**src/rtl/ost_pkg.sv**
```systemverilog
package ost_pkg;
    localparam int CNT_W  = 32;
    localparam int NUM_CH = 4;
    localparam int ADDR_W = 3;

    localparam logic [ADDR_W-1:0] ADR_COUNT  = 3'd0;
    localparam logic [ADDR_W-1:0] ADR_ENABLE = 3'd1;
    localparam logic [ADDR_W-1:0] ADR_STATUS = 3'd2;
    localparam logic [ADDR_W-1:0] ADR_MATCH0 = 3'd4;

    typedef logic [CNT_W-1:0] count_t;
    typedef logic [NUM_CH-1:0] chmask_t;

    // decoded write strobes for one bus cycle
    typedef struct packed {
        logic    count;
        logic    enable;
        logic    status;
        chmask_t match;
    } wr_strobe_t;

    function automatic logic is_match_addr(input logic [ADDR_W-1:0] a, input int ch);
        return a == ADDR_W'(int'(ADR_MATCH0) + ch);
    endfunction

    function automatic count_t widen_mask(input chmask_t m);
        return count_t'(m);
    endfunction
endpackage

```
**src/rtl/ost_counter.sv**
```systemverilog
module ost_counter
    import ost_pkg::*;
(
    input  logic   clk,
    input  logic   rst,
    input  logic   tick_en,
    input  logic   load,
    input  count_t load_val,
    output count_t cnt,
    output count_t cnt_next,
    output logic   cnt_upd
);
    always_comb begin
        cnt_upd  = load | tick_en;
        cnt_next = load ? load_val : cnt + count_t'(1);
    end

    always_ff @(posedge clk) begin
        if (rst)          cnt <= '0;
        else if (cnt_upd) cnt <= cnt_next;
    end

    a_r2_step: assert property (@(posedge clk) disable iff (rst)
        (tick_en && !load) |=> cnt == $past(cnt) + count_t'(1));
    a_r3_hold: assert property (@(posedge clk) disable iff (rst)
        (!tick_en && !load) |=> $stable(cnt));
    a_r4_load: assert property (@(posedge clk) disable iff (rst)
        load |=> cnt == $past(load_val));
endmodule

```
**src/rtl/ost_match_chan.sv**
```systemverilog
module ost_match_chan
    import ost_pkg::*;
(
    input  logic   clk,
    input  logic   rst,
    input  logic   wr_match,
    input  count_t wdata,
    input  logic   cnt_upd,
    input  count_t cnt_next,
    input  logic   wr_status,
    input  logic   status_keep,
    input  logic   en,
    output count_t match_val,
    output logic   flag,
    output logic   irq_out
);
    logic hit;
    logic clr;

    always_comb begin
        hit     = cnt_upd && (cnt_next == match_val);
        clr     = wr_status && !status_keep;
        irq_out = flag & en;
    end

    always_ff @(posedge clk) begin
        if (rst)           match_val <= '0;
        else if (wr_match) match_val <= wdata;
    end

    always_ff @(posedge clk) begin
        if (rst)      flag <= 1'b0;
        else if (hit) flag <= 1'b1;
        else if (clr) flag <= 1'b0;
    end

    a_r5_set_on_hit: assert property (@(posedge clk) disable iff (rst)
        hit |=> flag);
    a_r6_sticky: assert property (@(posedge clk) disable iff (rst)
        (flag && !clr) |=> flag);
    a_r9_no_spurious: assert property (@(posedge clk) disable iff (rst)
        $rose(flag) |-> $past(cnt_upd));
    a_r10_set_wins: assert property (@(posedge clk) disable iff (rst)
        (hit && clr) |=> flag);
endmodule

```
**src/rtl/ost_regbank.sv**
```systemverilog
module ost_regbank
    import ost_pkg::*;
(
    input  logic                           clk,
    input  logic                           rst,
    input  logic                           bus_sel,
    input  logic                           bus_wr,
    input  logic [ADDR_W-1:0]              bus_addr,
    input  count_t                         bus_wdata,
    input  count_t                         cnt,
    input  chmask_t                        status,
    input  logic [NUM_CH-1:0][CNT_W-1:0]   match_vals,
    output wr_strobe_t                     wr,
    output chmask_t                        enable,
    output count_t                         rdata
);
    logic   rd;
    count_t rd_mux;

    always_comb begin
        rd           = bus_sel && !bus_wr;
        wr.count     = bus_sel && bus_wr && (bus_addr == ADR_COUNT);
        wr.enable    = bus_sel && bus_wr && (bus_addr == ADR_ENABLE);
        wr.status    = bus_sel && bus_wr && (bus_addr == ADR_STATUS);
        for (int i = 0; i < NUM_CH; i++)
            wr.match[i] = bus_sel && bus_wr && is_match_addr(bus_addr, i);
    end

    always_comb begin
        rd_mux = '0;
        case (bus_addr)
            ADR_COUNT:  rd_mux = cnt;
            ADR_ENABLE: rd_mux = widen_mask(enable);
            ADR_STATUS: rd_mux = widen_mask(status);
            default: begin
                for (int i = 0; i < NUM_CH; i++)
                    if (is_match_addr(bus_addr, i)) rd_mux = match_vals[i];
            end
        endcase
    end

    always_ff @(posedge clk) begin
        if (rst)            enable <= '0;
        else if (wr.enable) enable <= bus_wdata[NUM_CH-1:0];
    end

    always_ff @(posedge clk) begin
        if (rst)     rdata <= '0;
        else if (rd) rdata <= rd_mux;
    end

    a_r11_rdata_hold: assert property (@(posedge clk) disable iff (rst)
        !rd |=> $stable(rdata));
    a_r11_one_write: assert property (@(posedge clk) disable iff (rst)
        $onehot0({wr.count, wr.enable, wr.status, wr.match}));
endmodule

```
**src/rtl/ost_timer.sv**
```systemverilog
module ost_timer
    import ost_pkg::*;
(
    input  logic              clk,
    input  logic              rst,
    input  logic              tick_en,
    input  logic              bus_sel,
    input  logic              bus_wr,
    input  logic [ADDR_W-1:0] bus_addr,
    input  logic [CNT_W-1:0]  bus_wdata,
    output logic [CNT_W-1:0]  bus_rdata,
    output logic [NUM_CH-1:0] chan_irq,
    output logic              irq
);
    wr_strobe_t                   wr;
    chmask_t                      enable;
    chmask_t                      status;
    count_t                       cnt;
    count_t                       cnt_next;
    logic                         cnt_upd;
    logic [NUM_CH-1:0][CNT_W-1:0] match_vals;

    ost_counter u_counter (
        .clk      (clk),
        .rst      (rst),
        .tick_en  (tick_en),
        .load     (wr.count),
        .load_val (bus_wdata),
        .cnt      (cnt),
        .cnt_next (cnt_next),
        .cnt_upd  (cnt_upd)
    );

    for (genvar g = 0; g < NUM_CH; g++) begin : g_chan
        ost_match_chan u_chan (
            .clk         (clk),
            .rst         (rst),
            .wr_match    (wr.match[g]),
            .wdata       (bus_wdata),
            .cnt_upd     (cnt_upd),
            .cnt_next    (cnt_next),
            .wr_status   (wr.status),
            .status_keep (bus_wdata[g]),
            .en          (enable[g]),
            .match_val   (match_vals[g]),
            .flag        (status[g]),
            .irq_out     (chan_irq[g])
        );
    end

    ost_regbank u_regs (
        .clk        (clk),
        .rst        (rst),
        .bus_sel    (bus_sel),
        .bus_wr     (bus_wr),
        .bus_addr   (bus_addr),
        .bus_wdata  (bus_wdata),
        .cnt        (cnt),
        .status     (status),
        .match_vals (match_vals),
        .wr         (wr),
        .enable     (enable),
        .rdata      (bus_rdata)
    );

    assign irq = |chan_irq;

    a_r7_irq_gated: assert property (@(posedge clk) disable iff (rst)
        irq |-> (|(status & enable)));
    a_r7_irq_any: assert property (@(posedge clk) disable iff (rst)
        (|(status & enable)) |-> irq);
endmodule

```
**config.mk**
```make
export PLATFORM = sky130hd
export DESIGN_NAME = ost_timer
export DESIGN_NICKNAME = d
export VERILOG_FILES = /design/src/rtl/ost_pkg.sv /design/src/rtl/ost_counter.sv /design/src/rtl/ost_match_chan.sv /design/src/rtl/ost_regbank.sv /design/src/rtl/ost_timer.sv
export SDC_FILE = /design/constraint.sdc
export NUM_CORES = 1
export LEC_CHECK = 0
export BUFFER_PORTS_ARGS = -buffer_cell sky130_fd_sc_hd__buf_2
export CAP_MARGIN = 25
export CORE_MARGIN = 3
export CORE_UTILIZATION = 51
export CTS_BUF_LIST = sky130_fd_sc_hd__clkbuf_8 sky130_fd_sc_hd__clkbuf_16
export DETAILED_ROUTE_END_ITERATION = 12
export GPL_TIMING_DRIVEN = 0
export PLACE_DENSITY = 0.66
export SLEW_MARGIN = 20
export SYNTH_ARGS = -nofsm -noshare
export SYNTH_HDL_FRONTEND = slang
export SYNTH_HIERARCHICAL = 1
export SYNTH_SLANG_ARGS = --single-unit
```
**constraint.sdc**
```tcl
create_clock -name clk -period 7.4 [get_ports clk]
set_clock_uncertainty 0.2 [all_clocks]
set_input_delay 0.74 -clock clk [delete_from_list [all_inputs] [get_ports clk]]
set_output_delay 0.74 -clock clk [all_outputs]
set_load 0.005 [all_outputs]
```
==> results of run 1 <==
-- power by group through the flow --
stage	registers [mW]	clock network, mW	logic, mW
2_1_floorplan	1.14	0	0.177
3_3_place_gp	1.15	0	0.282
3_5_place_dp	1.15	0	0.283
4_1_cts	1.12	0.970	0.284
5_1_grt	1.12	1.01	0.309
6_report	1.12	0.956	0.291
-- routing by layer --
layer,global-route usage,part of all wire,vias to the layer above
met5,0,0,-
met4,0.100,0.032,0
met3,0.0493,0.079,55
met2,0.458,0.44,370
met1,0.438,0.45,4431
li1,-,-,4317
-- through the flow --
| step | setup WS (ns) | area [um2] |
|---|---|---|
| floorplan | 3.92 | 11200 |
| global placement | 2.74 | 11900 |
| detailed placement | 2.77 | 11900 |
| CTS | 3.19 | 12500 |
| global route | 2.82 | 12500 |
| finish | 2.97 | 12500 |
-- worst register-to-register path, delay by kind of cell (launching register included) --
kind / cells / cell delay (ns)
and+or+nand+nor: 6 / 1.61
adders and majority gates: 1 / 0.33
DFF: 1 / 0.48
xor gates and xnor gates: 2 / 0.37
buffers and inverters: 1 / 0.23
AOI/OAI and AO/OA: 2 / 0.75
-- worst max-delay path by stage --
stage               slack (ns)                     to         from
floorplan                 3.92  g_chan[0].u_chan/flag  bus_addr[0]
global placement          2.74  g_chan[2].u_chan/flag  bus_addr[2]
detailed placement        2.77  g_chan[2].u_chan/flag  bus_addr[0]
CTS                       3.19  g_chan[2].u_chan/flag  bus_addr[0]
global route              2.82  g_chan[2].u_chan/flag  bus_addr[0]
finish                    2.97  g_chan[2].u_chan/flag  bus_addr[0]
-- flip-flops by register name (all words and copies together), names as in the netlist --
signal and count:
u_counter/cnt 32, g_chan.u_chan/match_val 128, u_regs/enable 4, g_chan.u_chan/flag 4
u_regs/rdata 32
-- logic make-up (layout without fill, tap and decap cells) --
logic type | after synthesis | in the layout | synth area share
muxes | 159 | 159 | 0.174
adders and majority gates | 1 | 1 | 0.00112
DFF | 200 | 200 | 0.358
xor gates and xnor gates | 185 | 185 | 0.145
and+or+nand+nor | 410 | 410 | 0.188
buffers and inverters | 89 | 195 | 0.0430
AOI/OAI and AO/OA | 122 | 122 | 0.0909
-- cell type report --
| cell class | instances | area (um2) | area share |
|---|---|---|---|
| buffer | 85 | 465 | 0.0373 |
| inverter | 4 | 15.0 | 0.00120 |
| clock inverter | 15 | 169 | 0.0135 |
| sequential | 200 | 4000 | 0.321 |
| tap | 275 | 344 | 0.0276 |
| timing repair buffer | 74 | 370 | 0.0297 |
| clock buffer | 17 | 425 | 0.0341 |
| multi-input combinational | 877 | 6690 | 0.536 |
-- layout by cell type, fill, tap and decap left out, types with 27 or more instances in the layout --
cell / synthesis / layout
a21oi_1: 34 / 34
buf_2: 36 / 110
clkbuf_1: 32 / 32
dfxtp_1: 200 / 200
mux2i_1: 130 / 130
mux4_2: 28 / 28
nand2_1: 45 / 45
nand3_1: 27 / 27
nand4_1: 36 / 36
nor2_1: 194 / 194
nor3_1: 35 / 35
xnor2_1: 104 / 104
xor2_1: 81 / 81
==> impl_results.md, run 1 <==
* Outcome: complete, no violations
* Final slew viol count at 0
* Worst R2R Start: u_counter/cnt[0]
* Leak Pwr at 4.60 nW
* Syn_nets at 1207
* First-pass GRT wire length at 54400 um
* Critical path depth at 13
* Hold buffer count at cts at 0
* Critical Path Max Stage Delay at 0.65 ns
* Placed instance count at 1514
* Core Box Area at 0.0213 mm2
* Post-DP HPWL at 27600 um
* Routed wire length at 36000 um
* Non-Filler Instances at 1547
* P_int at 1.71 mW
* CTS tree: built
* Final core occ at 0.586
* Final setup vio count at 0
* Area leader, netlist: dfxtp_1
* Fill cells at 1924
* Die W at 154 um
* Synth Instances at 1166
* First-pass DRT Iterations at 5
* WP data arrival at 4.59 ns
* P per Cell Area at 190 mW/mm2
* Routability cong. at 0.932
* CTS Root Buffer Type: clkbuf_16
* Total gr overflow at 0
* Cell type group with the largest total delay on the critical path: simple AND/OR/NAND/NOR gates
* Reg2Reg Setup Slack at 3.36 ns
* Post-DRT Antenna Nets at 0
* Initial DRC Count at 1042
* Post-synth top area share at 0.358
* Post-synthesis sequential area ratio at 0.358
* Worst Setup Start Kind: input port
* Synthesized area at 0.0112 mm2
* Top_reg_cell synth: dfxtp_1
* RSZ-0062 raised after global routing: no
* Slowest cell on crit path: a21oi_1
* DR vias/cell at 5.93
* Final Total Pwr at 2.37 mW
* Logic pwr share at 0.123
* Switch share at 0.277
* Routed vias at 9173
* Async SR Flop Fraction at 0
* Crit Path Class: in2reg
* Yosys warns at 6
* Most frequent cells after synthesis: dfxtp_1 (200), nor2_1 (194), mux2i_1 (130)
* IO Pins at 77
* Port Buffers at 73
* Sequential share of power at 0.473
* Layout cell share with drive strength beyond 1 at 0.182
* Yosys reg bits at 200
* Switching power at 0.656 mW
* Wire length per cell after detailed routing at 23.3 um
* Clock sink total at 200
* Tcrit/Tclk final at 0.598
* Worst-Skew Late Latency at 0.43 ns
* Max Fclk at 0.226 GHz
* Largest net degree at the start of global routing at 19
* Worst Setup End Kind: register
* Clock power frac at 0.404
* Buf/Inv on CP at 6
* Std cell rows at 53
* Post-CTS sizing at 0
* Worst path cell trace: buf_6 -> buf_4 -> buf_2 -> nor3_1 -> inv_2 -> clkbuf_1 -> clkbuf_1 -> a21oi_1 -> xnor2_1 -> nand4_1 -> nor4_1 -> nand4_1 -> o21ai_1
* Required @ worst endpoint at 7.57 ns
* Vias in the first global route at 8754
* Maximum clock path buffer count at 2
* H-tree depth at 4
* TritonCTS Buffers at 17
* Worst-path clk slew at 0.07 ns
* Reg2Reg Depth at 12
* Post-CTS Setup Repair Bufs at 0
* DIE AREA at 0.0237 mm2
* Maximum vdd drop at 137 uV
* Worst hold endpoint: u_regs/rdata[3]
* Initial core utilization at 0.525
* Total of max-cap violations at 0
* Die Y at 154 um
* Mapped Avg Cell Area at 9.58 um2
* Net total in the final layout at 1300
* P&R area growth vs syn at 11.7%
* Fin Setup TNS at 0 ns
* # diodes at 0
* Fin Hold WS at 0.264 ns
* Hold wc startpoint: u_regs/rdata[3]
* Post-synth EDFFs at 0
* DRC Markers at 0
* Area contributors post-synth: dfxtp_1 (36%), mux2i_1 (12%), xnor2_1 (8.2%), nor2_1 (6.5%), xor2_1 (6.3%)
* Slew Limit Headroom at 0.377
* Distinct cell type count after synthesis at 53
* Count leader, synth: dfxtp_1
* Tightest Pin Transition at 0.935 ns
* Tmin final at 4.43 ns
* Global Route Usage Sum at 0.302
* Reg2reg end: g_chan[1].u_chan/flag
* Antenna violations before repair at 0
* Hold depth at 2
* Hold Fails Final Rpt at 0
* CP Max Fanout at 10
* Min-delay worst type: reg2reg
(Power assumes the default switching activity.)
==> run 2, diff against run 1 <==
PLACE_DENSITY = 0.69   (was 0.66)
clock period = 3.7 ns   (was 7.4 ns; I/O delays follow)
==> run 2 against run 1 <==
Compared with the run above:
- sequential power is 100% higher
- sequential cell count stayed put
- register-to-register slack worse by 3.2 ns
- clock power is 97% higher
- die area stayed put
- critical path depth is 1 lower
- hold slack worse by 0.22 ns
- via count is 0.23% higher
- non-clock buffer count stayed put
- final area is 0.73% higher
- critical path type unchanged
- largest cell class unchanged
- largest power group unchanged
==> impl_results.md, run 2 (synthesized netlist as in run 1, its figures left out) <==
* Outcome: complete, no violations
* First-pass DRT Iterations at 6
* Leak Pwr at 4.61 nW
* IO Pins at 77
* Max FFs per register at 128
* DR vias/cell at 5.95
* Post-DRT Antenna Nets at 0
* H-tree depth at 4
* Crit Path Class: in2reg
* P&R area growth vs syn at 12.5%
* WP data arrival at 3.87 ns
* Tcrit/Tclk final at 0.998
* Initial core utilization at 0.525
* Total gr overflow at 0
* Net total in the final layout at 1300
* # diodes at 0
* Post-DP HPWL at 27000 um
* Core Box Area at 0.0213 mm2
* Final setup vio count at 0
* First-pass GRT wire length at 53200 um
* Routed wire length at 35200 um
* Wire length per cell after detailed routing at 22.8 um
* Required @ worst endpoint at 3.88 ns
* Biggest regs: g_chan.u_chan/match_val x128, u_counter/cnt x32, u_regs/rdata x32
* Max Fclk at 0.271 GHz
* Initial DRC Count at 896
* Worst-Skew Late Latency at 0.45 ns
* Tightest Pin Transition at 1.03 ns
* Maximum vdd drop at 314 uV
* Routability cong. at 0.979
* Biggest register: g_chan.u_chan/match_val
* Maximum clock path buffer count at 2
* Non-Filler Instances at 1546
* P per Cell Area at 374 mW/mm2
* Port Buffers at 73
* DIE AREA at 0.0237 mm2
* Layout cell share with drive strength beyond 1 at 0.197
* Commonest non-fill, non-tap cell in the layout: dfxtp_1
* CP Max Fanout at 10
* Vias in the first global route at 8749
* Largest net degree at the start of global routing at 20
* CTS tree: built
* DRC Markers at 0
* Total of max-cap violations at 0
* Die Y at 154 um
* Highest-count cells in the layout ignoring fill and taps: dfxtp_1 (200), nor2_1 (194), mux2i_1 (129)
* Tmin final at 3.69 ns
* Routed vias at 9194
* Hold Fails Final Rpt at 0
* Clock sink total at 200
* Global Route Usage Sum at 0.296
* Antenna violations before repair at 1
* Slew Limit Headroom at 0.308
* Fin Hold WS at 0.0417 ns
* Worst Setup Start Kind: input port
* CTS Root Buffer Type: clkbuf_16
* Die W at 154 um
* Worst Setup End Kind: register
* Post-CTS Setup Repair Bufs at 0
* Worst-path clk slew at 0.08 ns
* Std cell rows at 53
* Fin Setup TNS at 0 ns
* TritonCTS Buffers at 17
* Placed instance count at 1514
* Min-delay worst type: in2reg
* Final slew viol count at 0
## run 2: changes by cell type in the layout (fill, tap and decap cells not counted), moves of 2 or more
cell and delta:
a21oi_1 -11, a21oi_2 +8, inv_6 +4, nor4_1 -4, nor4_2 +4, a21oi_4 +3, clkinv_4 -3, clkinvlp_4 -3
clkbuf_1 -2, clkinv_8 +2
## run 2: critical path, stage by stage
cell and delay (ns):
buf_2 0.20, clkbuf_1 0.42, nor3_2 0.17, inv_2 0.12, clkbuf_1 0.40, buf_1 0.58, a21oi_2 0.27, xnor2_1 0.32
nand4_1 0.19, nor4_2 0.43, nand4_1 0.21, o21ai_1 0.16
## run 2: layout make-up
cell class / instances / area, um2
plain buffers: 85 / 467
clock buffers: 17 / 425
clock inverters: 14 / 159
fillers: 1890 / 8710
inverters: 4 / 15.0
multi-input cells: 877 / 6790
flip-flops and latches: 200 / 4000
well taps: 275 / 344
repair buffers: 74 / 370
## run 2: repair_timing
item,in CTS,in global routing
hold buffers,0,0
resized for setup,14,10
hold endpoints to repair,0,0
setup endpoints to repair,4,4
## run 2: per-stage QoR
step	instance area, um2	total power [mW]	util	worst slack, ns
4_1_cts	12500	4.71	0.589	0.0602
6_report	12600	4.71	0.591	0.00856
3_5_place_dp	11900	2.85	0.558	-0.593
3_3_place_gp	11900	2.85	0.558	-0.561
5_1_grt	12600	4.86	0.591	-0.0138
2_1_floorplan	11200	2.64	-	0.588
## run 2: metal layers
layer,vias to the layer above,GRT usage,routed length (um)
met2,372,0.453,15700
li1,4317,-,-
met1,4427,0.403,14700
met4,0,0.116,1470
met5,-,0,0
met3,78,0.0746,3340
## run 2: report_power, final
part           switching (mW)  internal (mW)
combinational           0.369          0.216
clock                   0.922          0.958
sequential             0.0440           2.20
total                    1.34           3.37
## run 2: final timing paths
path	from	endpoint	slack, ns	cells after the start
min reg2reg	u_regs/rdata[3]	u_regs/rdata[3]	0.26	2
min	bus_wdata[18]	g_chan[2].u_chan/match_val[18]	0.04	3
max	bus_addr[1]	g_chan[3].u_chan/flag	0.009	12
max reg2reg	u_counter/cnt[0]	g_chan[3].u_chan/flag	0.15	12
==> run 3, diff against run 2 <==
ABC_AREA = 1   (was not set)
==> run 3 against run 2 <==
Compared with the run above:
- final area is 4.4% higher
- critical path depth is 6 higher
- clock-buffer cell count stayed put
- wire length is 28% higher
- largest cell class unchanged
- highest routed layer unchanged
==> impl_results.md, run 3 <==
* Maximum clock path buffer count at 2
* Post-CTS Setup Repair Bufs at 0
* Biggest regs: g_chan.u_chan/match_val x128, u_counter/cnt x32, u_regs/rdata x32
* Die W at 158 um
* Initial DRC Count at 1539
* GR Util met1 at 0.486
* Max Fclk at 0.272 GHz
* Final Total Pwr at 4.99 mW
* IO Pins at 77
* Initial core utilization at 0.520
* Mapped Avg Cell Area at 6.04 um2
* First-pass DRT Iterations at 5
* Worst path cell trace: buf_4 -> nor2_2 -> nand2_1 -> nor2_1 -> buf_2 -> clkbuf_1 -> nand2_1 -> nand2_1 -> inv_1 -> nand2_1 -> nand2_1 -> inv_1 -> nand2_1 -> nor2_1 -> nand2_1 -> nor2_1 -> nand3_1 -> a21oi_2
* Worst-path clk slew at 0.08 ns
* Post-synth EDFFs at 0
* Antenna violations before repair at 0
* Final setup vio count at 0
* Worst Setup Start Kind: input port
* Synthesized area at 0.0118 mm2
* Outcome: complete, no violations
* Yosys warns at 6
* P&R area growth vs syn at 11.1%
* Post-DP HPWL at 33200 um
* M3 GR Usage at 0.0921
* RSZ-0062 raised after global routing: no
* Biggest register: g_chan.u_chan/match_val
* Fill cells at 2305
* Maximum vdd drop at 277 uV
* Clock sink total at 200
* Layout cell share with drive strength beyond 1 at 0.0998
* H-tree depth at 4
* Highest-count cells in the layout ignoring fill and taps: nand2_1 (673), nor2_1 (263), inv_1 (242)
* Routed wire length at 45100 um
* Async SR Flop Fraction at 0
* CTS tree: built
* Core Box Area at 0.0227 mm2
* Net total in the final layout at 2094
* GR Util met2 at 0.546
* Crit Path Class: in2reg
* Syn_nets at 1998
* CTS Root Buffer Type: clkbuf_16
* Post-synth top area share at 0.339
* DR vias/cell at 5.57
* Die Y at 158 um
* WP data arrival at 3.84 ns
* Global Route Usage Sum at 0.359
* First-pass GRT wire length at 67200 um
* Post-CTS sizing at 0
* Commonest non-fill, non-tap cell in the layout: nand2_1
* TritonCTS Buffers at 17
* Tmin final at 3.67 ns
* Vias in the first global route at 11600
* Post-DRT Antenna Nets at 0
* CP Max Fanout at 10
* Tightest Pin Transition at 1.14 ns
* Required @ worst endpoint at 3.87 ns
* Global routing's busiest layer: met2
* Synth Instances at 1957
* Area leader, netlist: dfxtp_1
* Routed vias at 13100
* Std cell rows at 55
* Wire length per cell after detailed routing at 19.2 um
* Slew Limit Headroom at 0.241
* Tcrit/Tclk final at 0.992
* Largest net degree at the start of global routing at 19
* Distinct cell type count after synthesis at 35
* Final slew viol count at 0
* Yosys reg bits at 200
* Area contributors post-synth: dfxtp_1 (34%), nand2_1 (21%), nor2_1 (8.4%), inv_1 (7.7%), a211oi_1 (5.4%)
* Top_reg_cell synth: dfxtp_1
* Port Buffers at 75
* Slowest cell on crit path: clkbuf_1
* Count leader, synth: nand2_1
* Cell area after layout at 0.0131 mm2
* Hold Fails Final Rpt at 0
* Hold buffer count at cts at 0
* DRC Markers at 0
* Most frequent cells after synthesis: nand2_1 (673), nor2_1 (264), inv_1 (242)
* P per Cell Area at 380 mW/mm2
* Leak Pwr at 5.84 nW
* Worst-Skew Late Latency at 0.44 ns
* Post-synthesis sequential area ratio at 0.339
* Total gr overflow at 0
* Worst Setup End Kind: register
* Min-delay worst type: in2reg
* Max FFs per register at 128
* DIE AREA at 0.0250 mm2
* Critical Path Max Stage Delay at 0.58 ns
* Routability cong. at 1.04
* Total of max-cap violations at 0
* # diodes at 0
* Post-Place Cell Area at 0.0126 mm2
* Reg2Reg Setup Slack at 0.37 ns
* Cell mode on critical path: nand2_1
-- run 3: cell types whose count changed after synthesis, moves of 33 or more --
cell,before,now
inv_1,3,242
nand2_1,45,673
o21ai_0,12,73
a21oi_1,34,88
a211oi_1,24,85
xor2_1,81,22
nand3_1,27,84
nor3_1,35,2
mux2i_1,130,0
nor2_1,194,264
xnor2_1,104,20
-- run 3: area by class of cell --
class,instances,area (um2),area share
Multi-Input combinational cell,1410,6460,0.492
Sequential cell,200,4000,0.305
Inverter,267,1000,0.0763
Clock buffer,17,425,0.0324
Timing Repair Buffer,77,385,0.0293
Buffer,80,357,0.0272
Tap cell,285,357,0.0272
Clock inverter,14,143,0.0109
-- run 3: stage by stage --
stage               cells  hold slack, ns  setup TNS [ns]   util  worst slack [ns]
floorplan            1957           0.239               0      -             0.948
global placement     2317           0.254          -0.736  0.553            -0.232
detailed placement   2317           0.257          -0.607  0.553            -0.220
CTS                  2348         0.00529               0  0.578             0.233
global route         2350         0.00606               0  0.578           0.00440
finish               2350          0.0144               0  0.578            0.0280
-- run 3: where the power goes --
part / total [mW] / switching, mW / leakage [nW] / internal, mW
logic: 0.827 / 0.587 / 3.94 / 0.241
registers: 2.29 / 0.0644 / 1.63 / 2.22
clock network: 1.88 / 0.931 / 0.273 / 0.947
-- run 3: cells by family after synthesis --
family / synth area share
AOI/OAI and AO/OA: 0.138
buffers and inverters: 0.115
xor gates and xnor gates: 0.0311
adders and majority gates: 0.00106
and+or+nand+nor: 0.377
DFF: 0.339
-- run 3: worst paths after layout --
path / cells past startpoint / endpoint / start
min reg2reg: 2 / u_regs/rdata[1] / u_regs/rdata[1]
max reg2reg: 17 / g_chan[2].u_chan/flag / u_counter/cnt[0]
min: 3 / g_chan[0].u_chan/match_val[20] / bus_wdata[20]
max: 18 / g_chan[2].u_chan/flag / bus_addr[1]
-- run 3: worst max-delay path: cells and delay by family --
family / cells / cell delay (ns)
buffers and inverters: 5 / 1.14
AO/OA/AOI/OAI: 1 / 0.14
AND/OR/NAND/NOR: 12 / 2.16
-- run 3: metal layers --
metal | up-vias | wire [um]
li1 | 6318 | -
met1 | 5967 | 18500
met2 | 698 | 19300
met3 | 115 | 5250
met4 | 0 | 2020
met5 | - | 0
